===== config.mk =====
export PLATFORM = sky130hd
export DESIGN_NAME = rs485_dir_ctrl
export DESIGN_NICKNAME = d
export VERILOG_FILES = /design/src/rtl/rs485_dir_pkg.sv /design/src/rtl/rs485_mode_sel.sv /design/src/rtl/rs485_turn_cnt.sv /design/src/rtl/rs485_dir_fsm.sv /design/src/rtl/rs485_dir_ctrl.sv
export SDC_FILE = /design/constraint.sdc
export NUM_CORES = 1
export LEC_CHECK = 0
export BUFFER_PORTS_ARGS = -buffer_cell sky130_fd_sc_hd__buf_2
export CAP_MARGIN = 5
export CORE_AREA = 2 2 39 41
export CTS_CLUSTER_DIAMETER = 100
export DETAILED_ROUTE_END_ITERATION = 6
export DIE_AREA = 0 0 41 43
export PLACE_DENSITY_LB_ADDON = 0.25
export SYNTH_ARGS = -nofsm -noshare
export SYNTH_HDL_FRONTEND = slang
export SYNTH_HIERARCHICAL = 1
export SYNTH_SLANG_ARGS = --single-unit
export TNS_END_PERCENT = 30

===== constraint.sdc =====
create_clock -name clk_i -period 4.2 [get_ports clk_i]
set_input_delay 0.42 -clock clk_i [delete_from_list [all_inputs] [get_ports clk_i]]
set_output_delay 0.42 -clock clk_i [all_outputs]
set_load 0.02 [all_outputs]

===== src/rtl/rs485_dir_pkg.sv =====
package rs485_dir_pkg;
  typedef enum logic [1:0] {
    DIR_IDLE = 2'd0,
    DIR_XMIT = 2'd1,
    DIR_TURN = 2'd2
  } dir_state_e;
endpackage


===== src/rtl/rs485_mode_sel.sv =====
module rs485_mode_sel (
  input  logic clk_i,
  input  logic rst_ni,
  input  logic strap_n_i,
  input  logic sw_en_i,
  output logic en_o,
  output logic strap_en_o,
  output logic sampled_o
);
  logic strap_en_q, sampled_q;

  // strap captured once, on the first edge out of reset
  always_ff @(posedge clk_i or negedge rst_ni) begin
    if (!rst_ni) begin
      strap_en_q <= 1'b0;
      sampled_q  <= 1'b0;
    end else if (!sampled_q) begin
      strap_en_q <= ~strap_n_i;
      sampled_q  <= 1'b1;
    end
  end

  assign en_o       = strap_en_q | sw_en_i;
  assign strap_en_o = strap_en_q;
  assign sampled_o  = sampled_q;
endmodule


===== src/rtl/rs485_turn_cnt.sv =====
module rs485_turn_cnt #(
  parameter int DLY_W = 4
) (
  input  logic             clk_i,
  input  logic             rst_ni,
  input  logic             clr_i,
  input  logic             load_i,
  input  logic [DLY_W-1:0] load_val_i,
  input  logic             dec_i,
  output logic             zero_o,
  output logic [DLY_W-1:0] cnt_o
);
  logic [DLY_W-1:0] cnt_q;

  always_ff @(posedge clk_i or negedge rst_ni) begin
    if (!rst_ni)                    cnt_q <= '0;
    else if (clr_i)                 cnt_q <= '0;
    else if (load_i)                cnt_q <= load_val_i;
    else if (dec_i && cnt_q != '0)  cnt_q <= cnt_q - 1'b1;
  end

  assign zero_o = (cnt_q == '0);
  assign cnt_o  = cnt_q;
endmodule


===== src/rtl/rs485_dir_fsm.sv =====
module rs485_dir_fsm
  import rs485_dir_pkg::*;
(
  input  logic       clk_i,
  input  logic       rst_ni,
  input  logic       en_i,
  input  logic       active_i,
  input  logic       tick_i,
  input  logic       cnt_zero_i,
  output dir_state_e state_o,
  output logic       load_o,
  output logic       dec_o,
  output logic       clr_o
);
  dir_state_e state_q, state_d;

  always_comb begin
    state_d = state_q;
    load_o  = 1'b0;
    dec_o   = 1'b0;
    if (!en_i) begin
      state_d = DIR_IDLE;
    end else begin
      unique case (state_q)
        DIR_IDLE: if (active_i) state_d = DIR_XMIT;
        DIR_XMIT: if (!active_i) begin
          state_d = DIR_TURN;
          load_o  = 1'b1;
        end
        DIR_TURN: begin
          if (active_i) state_d = DIR_XMIT;           // cancel countdown
          else if (tick_i) begin
            if (cnt_zero_i) state_d = DIR_IDLE;
            else            dec_o   = 1'b1;
          end
        end
        default: state_d = DIR_IDLE;
      endcase
    end
  end

  always_ff @(posedge clk_i or negedge rst_ni) begin
    if (!rst_ni) state_q <= DIR_IDLE;
    else         state_q <= state_d;
  end

  assign state_o = state_q;
  assign clr_o   = ~en_i;
endmodule


===== src/rtl/rs485_dir_ctrl.sv =====
module rs485_dir_ctrl
  import rs485_dir_pkg::*;
#(
  parameter int DLY_W = 4
) (
  input  logic             clk_i,
  input  logic             rst_ni,
  input  logic             strap_n_i,
  input  logic             sw_en_i,
  input  logic             sw_dir_i,
  input  logic             tx_busy_i,
  input  logic             tsr_empty_i,
  input  logic             thr_empty_i,
  input  logic             bit_tick_i,
  input  logic [DLY_W-1:0] delay_i,
  output logic             dir_o,
  output logic             tx_empty_o
);
  logic             mode_en, strap_en, strap_sampled;
  logic             active;
  logic             cnt_load, cnt_dec, cnt_clr, cnt_zero;
  logic [DLY_W-1:0] cnt_val;
  dir_state_e       state_q;

  assign active = tx_busy_i | ~tsr_empty_i;

  rs485_mode_sel i_mode_sel (
    .clk_i      (clk_i),
    .rst_ni     (rst_ni),
    .strap_n_i  (strap_n_i),
    .sw_en_i    (sw_en_i),
    .en_o       (mode_en),
    .strap_en_o (strap_en),
    .sampled_o  (strap_sampled)
  );

  rs485_dir_fsm i_fsm (
    .clk_i      (clk_i),
    .rst_ni     (rst_ni),
    .en_i       (mode_en),
    .active_i   (active),
    .tick_i     (bit_tick_i),
    .cnt_zero_i (cnt_zero),
    .state_o    (state_q),
    .load_o     (cnt_load),
    .dec_o      (cnt_dec),
    .clr_o      (cnt_clr)
  );

  rs485_turn_cnt #(.DLY_W(DLY_W)) i_cnt (
    .clk_i      (clk_i),
    .rst_ni     (rst_ni),
    .clr_i      (cnt_clr),
    .load_i     (cnt_load),
    .load_val_i (delay_i),
    .dec_i      (cnt_dec),
    .zero_o     (cnt_zero),
    .cnt_o      (cnt_val)
  );

  assign dir_o      = mode_en ? (active | (state_q != DIR_IDLE)) : sw_dir_i;
  assign tx_empty_o = mode_en ? tsr_empty_i : thr_empty_i;
endmodule


==> results_dict.tcl, run 1 <==
set metrics [dict create \
    r2r_slack_ps 1720 \
    dp_hpwl_um 757.7 \
    synth_flop_cell "dfrtp_1" \
    start_kind "flop" \
    clk_path_buf_depth 2 \
    die_area_mm2 0.001763 \
    endpoint "i_cnt/cnt_o[3]" \
    clkSlewWorstSetupHoldPaths_ps 50 \
    track_usage_pct 12.88 \
    outcome "finished clean" \
    max_cap_viol_count 0 \
    drt-total-wl_um 954 \
    vias 443 \
    stdcell_count 87 \
    hold_violations 0 \
    fin_tns_setup_ps 0 \
    yosys.area.top_type_share_pct 39.60 \
    synth-seq-cells 8 \
    fin_skew_ps 4.239 \
    final_common_cell "buf_2" \
    clock-sinks 8 \
    syn_inst 54 \
    worst_pin_slew_ps 537.3 \
    setup_viol 0 \
    slew_viol_final 0 \
    hold_path_class "input port to flop" \
    async_reset_ff_share_pct 100.0 \
    netlist_top_cells_area "dfrtp_1, a2111oi_4, ha_1, nand2b_1, nor2_1" \
    htree_levels 1 \
    portBuffers 14 \
    overflow 0 \
    final_cell_mix "buf_2, dfrtp_1, nor2_1" \
    fmax_ghz 0.4037 \
    viasPerCell 5.092 \
    yosys.area.top_type "dfrtp_1" \
    netlist_area_um2 505.5 \
    floorplan.rows 14 \
    area_growth_pct 23.27 \
    cts_resized 0 \
    fin_crit_sh_pct 58.98 \
    cp_max_fo 7 \
    synthDistinctLibCells 28 \
    worst_ep_arrival_time_ps 2600 \
    clockRootBuffer "clkbuf_4" \
    insertedDiodeCount 0 \
    vdd_drop_max_uv 192.2 \
    cts_tree "done" \
    r2r_start "i_cnt/cnt_o[0]" \
    fp.dieH_um 43 \
    pin_count 15 \
    rsz0062_at_grt "false" \
    p_per_area_mw_per_mm2 318.5 \
    p_leak_uw 0.0002803 \
    cp-startpoint "i_cnt/cnt_o[0]" \
    ant_nets 0 \
    grt_max_degree 9 \
    reg2regPathDepth 9 \
    grt_pass1_wl_um 1449 \
    avgRoutedWirePerCell_um 10.97 \
    fin_area_um2 623.1 \
    core_mm2 0.001384 \
    synth_edf_count 0 \
    die_w_um 41 \
    synth_seq_area_share_pct 39.60 \
    cp.required_ps 4320 \
    yosysWarningCount 6 \
    dr.first_iter.drc_count 5 \
    slew_headroom_pct 64.05 \
    cts_buffers 3 \
    initial_core_util_pct 36.53 \
    place_area_um2 590.6 \
    pre_cts_ws_ps 1739 \
    nets 88 \
    fin_ws_ps 1723 \
    drt_pass1_iterations 4 \
    clk-insertion-delay-late_ps 250 \
    finalHoldWorstSlack_ps 355.8 \
    min_from "strap_n_i" \
    antenna_found_initial 0 \
    drive_gt1_share_pct 28.17 \
    crit_type "flop to flop" \
    gp_congestion 0.7700 \
    synth_nets 69 \
    setup.worst_path.end_class "flop" \
    syn_area_per_cell_um2 9.361 \
    fin_crit_ps 2477 \
    r2r_end "i_cnt/cnt_o[3]" \
    dpl.cell_count 83 \
    drc_errors 0 \
    grt_pass1_vias 376 \
]
==> cells by family after synthesis <==
family | synth area share, %
DFF | 39.60
other | 0.7419
AOI/OAI and AO/OA | 18.57
buffers and inverters | 4.702
muxes | 4.208
adders and majority gates | 4.950
and+or+nand+nor | 27.23
==> timing repair <==
action / CTS / global route
endpoints found under the hold margin: 8 / 0
hold buffers: 1 / 0
buffers inserted: 0 / 0
==> metrics by stage <==
step / power, µW / util, %
floorplan: 128.7 / -
global placement: 141.5 / 42.68
detailed placement: 142.3 / 42.68
CTS: 200.3 / 45.03
global route: 211.2 / 45.03
finish: 198.4 / 45.03
==> sequential cells by signal (all words and copies together) (netlist names) <==
name                   cells
i_cnt/cnt_o                4
i_fsm/state_o              2
i_mode_sel/sampled_o       1
i_mode_sel/strap_en_o      1
==> how the worst min path moves through the flow <==
stage                                  endpoint  depth (start not counted)  slack (ps)
after detailed placement   i_mode_sel/sampled_o                          1         270
after floorplan                  i_cnt/cnt_o[0]                          0         120
after CTS                 i_mode_sel/strap_en_o                          2         350
after global routing      i_mode_sel/strap_en_o                          2         370
after global placement     i_mode_sel/sampled_o                          1         260
final                     i_mode_sel/strap_en_o                          2         360
==> synthesized netlist by cell type (2+ instances only) <==
cell type,number
nand2b_1,4
a21oi_1,2
nand2_1,5
nand3_1,2
nor2_1,6
dfrtp_1,8
ha_1,2
inv_1,5
==> critical path, cell delays in order (launching register included) <==
cell,delay [ps]
dfrtp_1,340
inv_1,90
ha_1,210
or3b_1,310
inv_1,90
nand4bb_1,190
nor2_1,430
nor4b_1,350
mux2i_1,250
a211oi_1,90
==> power by group <==
group	internal, µW	switching [µW]
registers	84.3	4.81
logic	22.8	29.8
clock network	32.6	24.3
total	140	58.8
==> layer usage <==
metal,vias up,share of wire [%],GRT usage (%)
li1,223,-,-
met5,-,0,0
met2,10,49,20.00
met4,0,2.9,8.000
met3,4,4.8,6.283
met1,206,43,12.96
==> final cells by class <==
cell class / count / area, µm²
repair buffers: 15 / 80.08
flip-flops and latches: 8 / 200.2
fillers: 145 / 760.7
multi-input cells: 40 / 281.5
clock buffers: 3 / 22.52
well taps: 16 / 20.02
inverters: 5 / 18.77
Note: power is estimated with default switching activity, not from simulation.
==> inputs of run 2 (changes only) <==
==> constraint.sdc (replaced) <==
create_clock -name clk_i -period 2.4 [get_ports clk_i]
set_input_delay 0.24 -clock clk_i [delete_from_list [all_inputs] [get_ports clk_i]]
set_output_delay 0.24 -clock clk_i [all_outputs]
set_load 0.02 [all_outputs]
==> results_dict.tcl, run 2 (synthesis gave the netlist of run 1 again) <==
set metrics [dict create \
    fin_skew_ps 3.559 \
    outcome "finished clean" \
    fp.dieH_um 43 \
    r2r_start "i_cnt/cnt_o[1]" \
    swShare_pct 30.42 \
    crit_type "flop to flop" \
    cp_max_fo 6 \
    drc_errors 0 \
    netSwitchingPower_uw 109.6 \
    cpPeakStageDelay_ps 370 \
    ant_nets 0 \
    worst_ep_arrival_time_ps 2220 \
    cp_cell_sequence "inv_1, ha_1, or3b_1, inv_1, nand4bb_1, nor2_1, buf_4, a2111oi_4, a311o_2" \
    vias 443 \
    postCtsHoldBufs 1 \
    cts_buffers 3 \
    max_cap_viol_count 0 \
    r2r_end "i_cnt/cnt_o[1]" \
    dpl.cell_count 85 \
    final_cell_mix "buf_2, dfrtp_1, nor2_1" \
    place_area_um2 605.6 \
    cts_resized 0 \
    area_growth_pct 26.24 \
    fin_crit_sh_pct 84.21 \
    grt_pass1_wl_um 1697 \
    p_per_area_mw_per_mm2 564.6 \
    post_cts_buffers 0 \
    start_kind "flop" \
    crit_top_cell "inv_1" \
    cts_tree "done" \
    nets 90 \
    core_mm2 0.001384 \
    track_usage_pct 14.40 \
    clock-sinks 8 \
    antenna_found_initial 0 \
    clkSlewWorstSetupHoldPaths_ps 60 \
    die_area_mm2 0.001763 \
    final_common_cell "buf_2" \
    crit_slowest_cell "dfrtp_1" \
    die_w_um 41 \
    setup_viol 0 \
    r2r_slack_ps 380 \
    grt_max_degree 9 \
    fin_tns_setup_ps 0 \
    critPathTopFamily "simple AND/OR/NAND/NOR gates" \
    viasPerCell 4.978 \
    vdd_drop_max_uv 304.4 \
    reg2regPathDepth 9 \
    setup.worst_path.end_class "flop" \
    largest_register_ffs 4 \
    drive_gt1_share_pct 30.14 \
    fin_crit_ps 2021 \
    internal_power_uw 250.7 \
    holdPathStages 2 \
    drt_pass1_iterations 4 \
    comb_power_share_pct 28.0 \
    pin_count 15 \
    slew_viol_final 0 \
    crit_buf_inv 3 \
    fin_area_um2 638.1 \
    portBuffers 14 \
    drt-total-wl_um 1024 \
    overflow 0 \
    min_from "strap_n_i" \
    p_total_uw 360.3 \
    dp_hpwl_um 768 \
    avgRoutedWirePerCell_um 11.51 \
    cp.required_ps 2600 \
    grt_pass1_vias 442 \
    fin_util_pct 46.11 \
    dr.first_iter.drc_count 5 \
    clk_path_buf_depth 2 \
    clockRootBuffer "clkbuf_4" \
    stdcell_count 89 \
    hold_violations 0 \
    pwr-share-seq_pct 43.3 \
    insertedDiodeCount 0 \
    p_leak_uw 0.0002906 \
    gp_congestion 0.8104 \
    hold_path_class "input port to flop" \
    floorplan.rows 14 \
    initial_core_util_pct 36.53 \
    holdPathEnd "i_mode_sel/strap_en_o" \
    clockPowerShare_pct 28.7 \
    clk-insertion-delay-late_ps 250 \
    rsz0062_at_grt "false" \
    fmax_ghz 0.4948 \
    htree_levels 1 \
]
-- run 2: through the flow --
step,hold slack [ps],setup WS [ps]
after floorplan,-55.59,206.9
after global placement,88.07,441.3
after detailed placement,90.44,426.7
after CTS,172.2,365.7
after global routing,184.2,264.0
final,178.3,379.0
-- run 2: metal layers --
metal,GRT usage (%),vias up,wire (µm)
met5,0,-,0
met4,8.000,0,18
met3,1.571,2,20
met2,24.06,7,533
met1,16.61,203,451
li1,-,231,-
-- run 2: final cells by class --
class | instances | area [µm²]
timing repair buffer | 17 | 95.09
tap | 16 | 20.02
clock buffer | 3 | 22.52
multi-input combinational | 40 | 281.5
sequential | 8 | 200.2
fill | 143 | 745.7
inverter | 5 | 18.77
-- run 2: worst max path at each step --
stage | end | start | slack [ps] | depth (start not counted)
final | i_cnt/cnt_o[1] | i_cnt/cnt_o[1] | 380 | 9
after global routing | i_cnt/cnt_o[1] | i_cnt/cnt_o[1] | 260 | 9
after CTS | i_cnt/cnt_o[1] | i_cnt/cnt_o[1] | 370 | 9
after detailed placement | i_cnt/cnt_o[0] | i_cnt/cnt_o[1] | 430 | 9
after global placement | i_cnt/cnt_o[3] | i_cnt/cnt_o[0] | 440 | 9
after floorplan | i_cnt/cnt_o[3] | i_cnt/cnt_o[1] | 210 | 10
-- run 2: power by group through the flow --
stage	registers (µW)	logic, µW	clock network, µW
5_1_grt	158	113	119
3_5_place_dp	159	98.2	0
2_1_floorplan	156	69.1	0
4_1_cts	156	102	108
6_report	156	101	103
3_3_place_gp	158	96.4	0
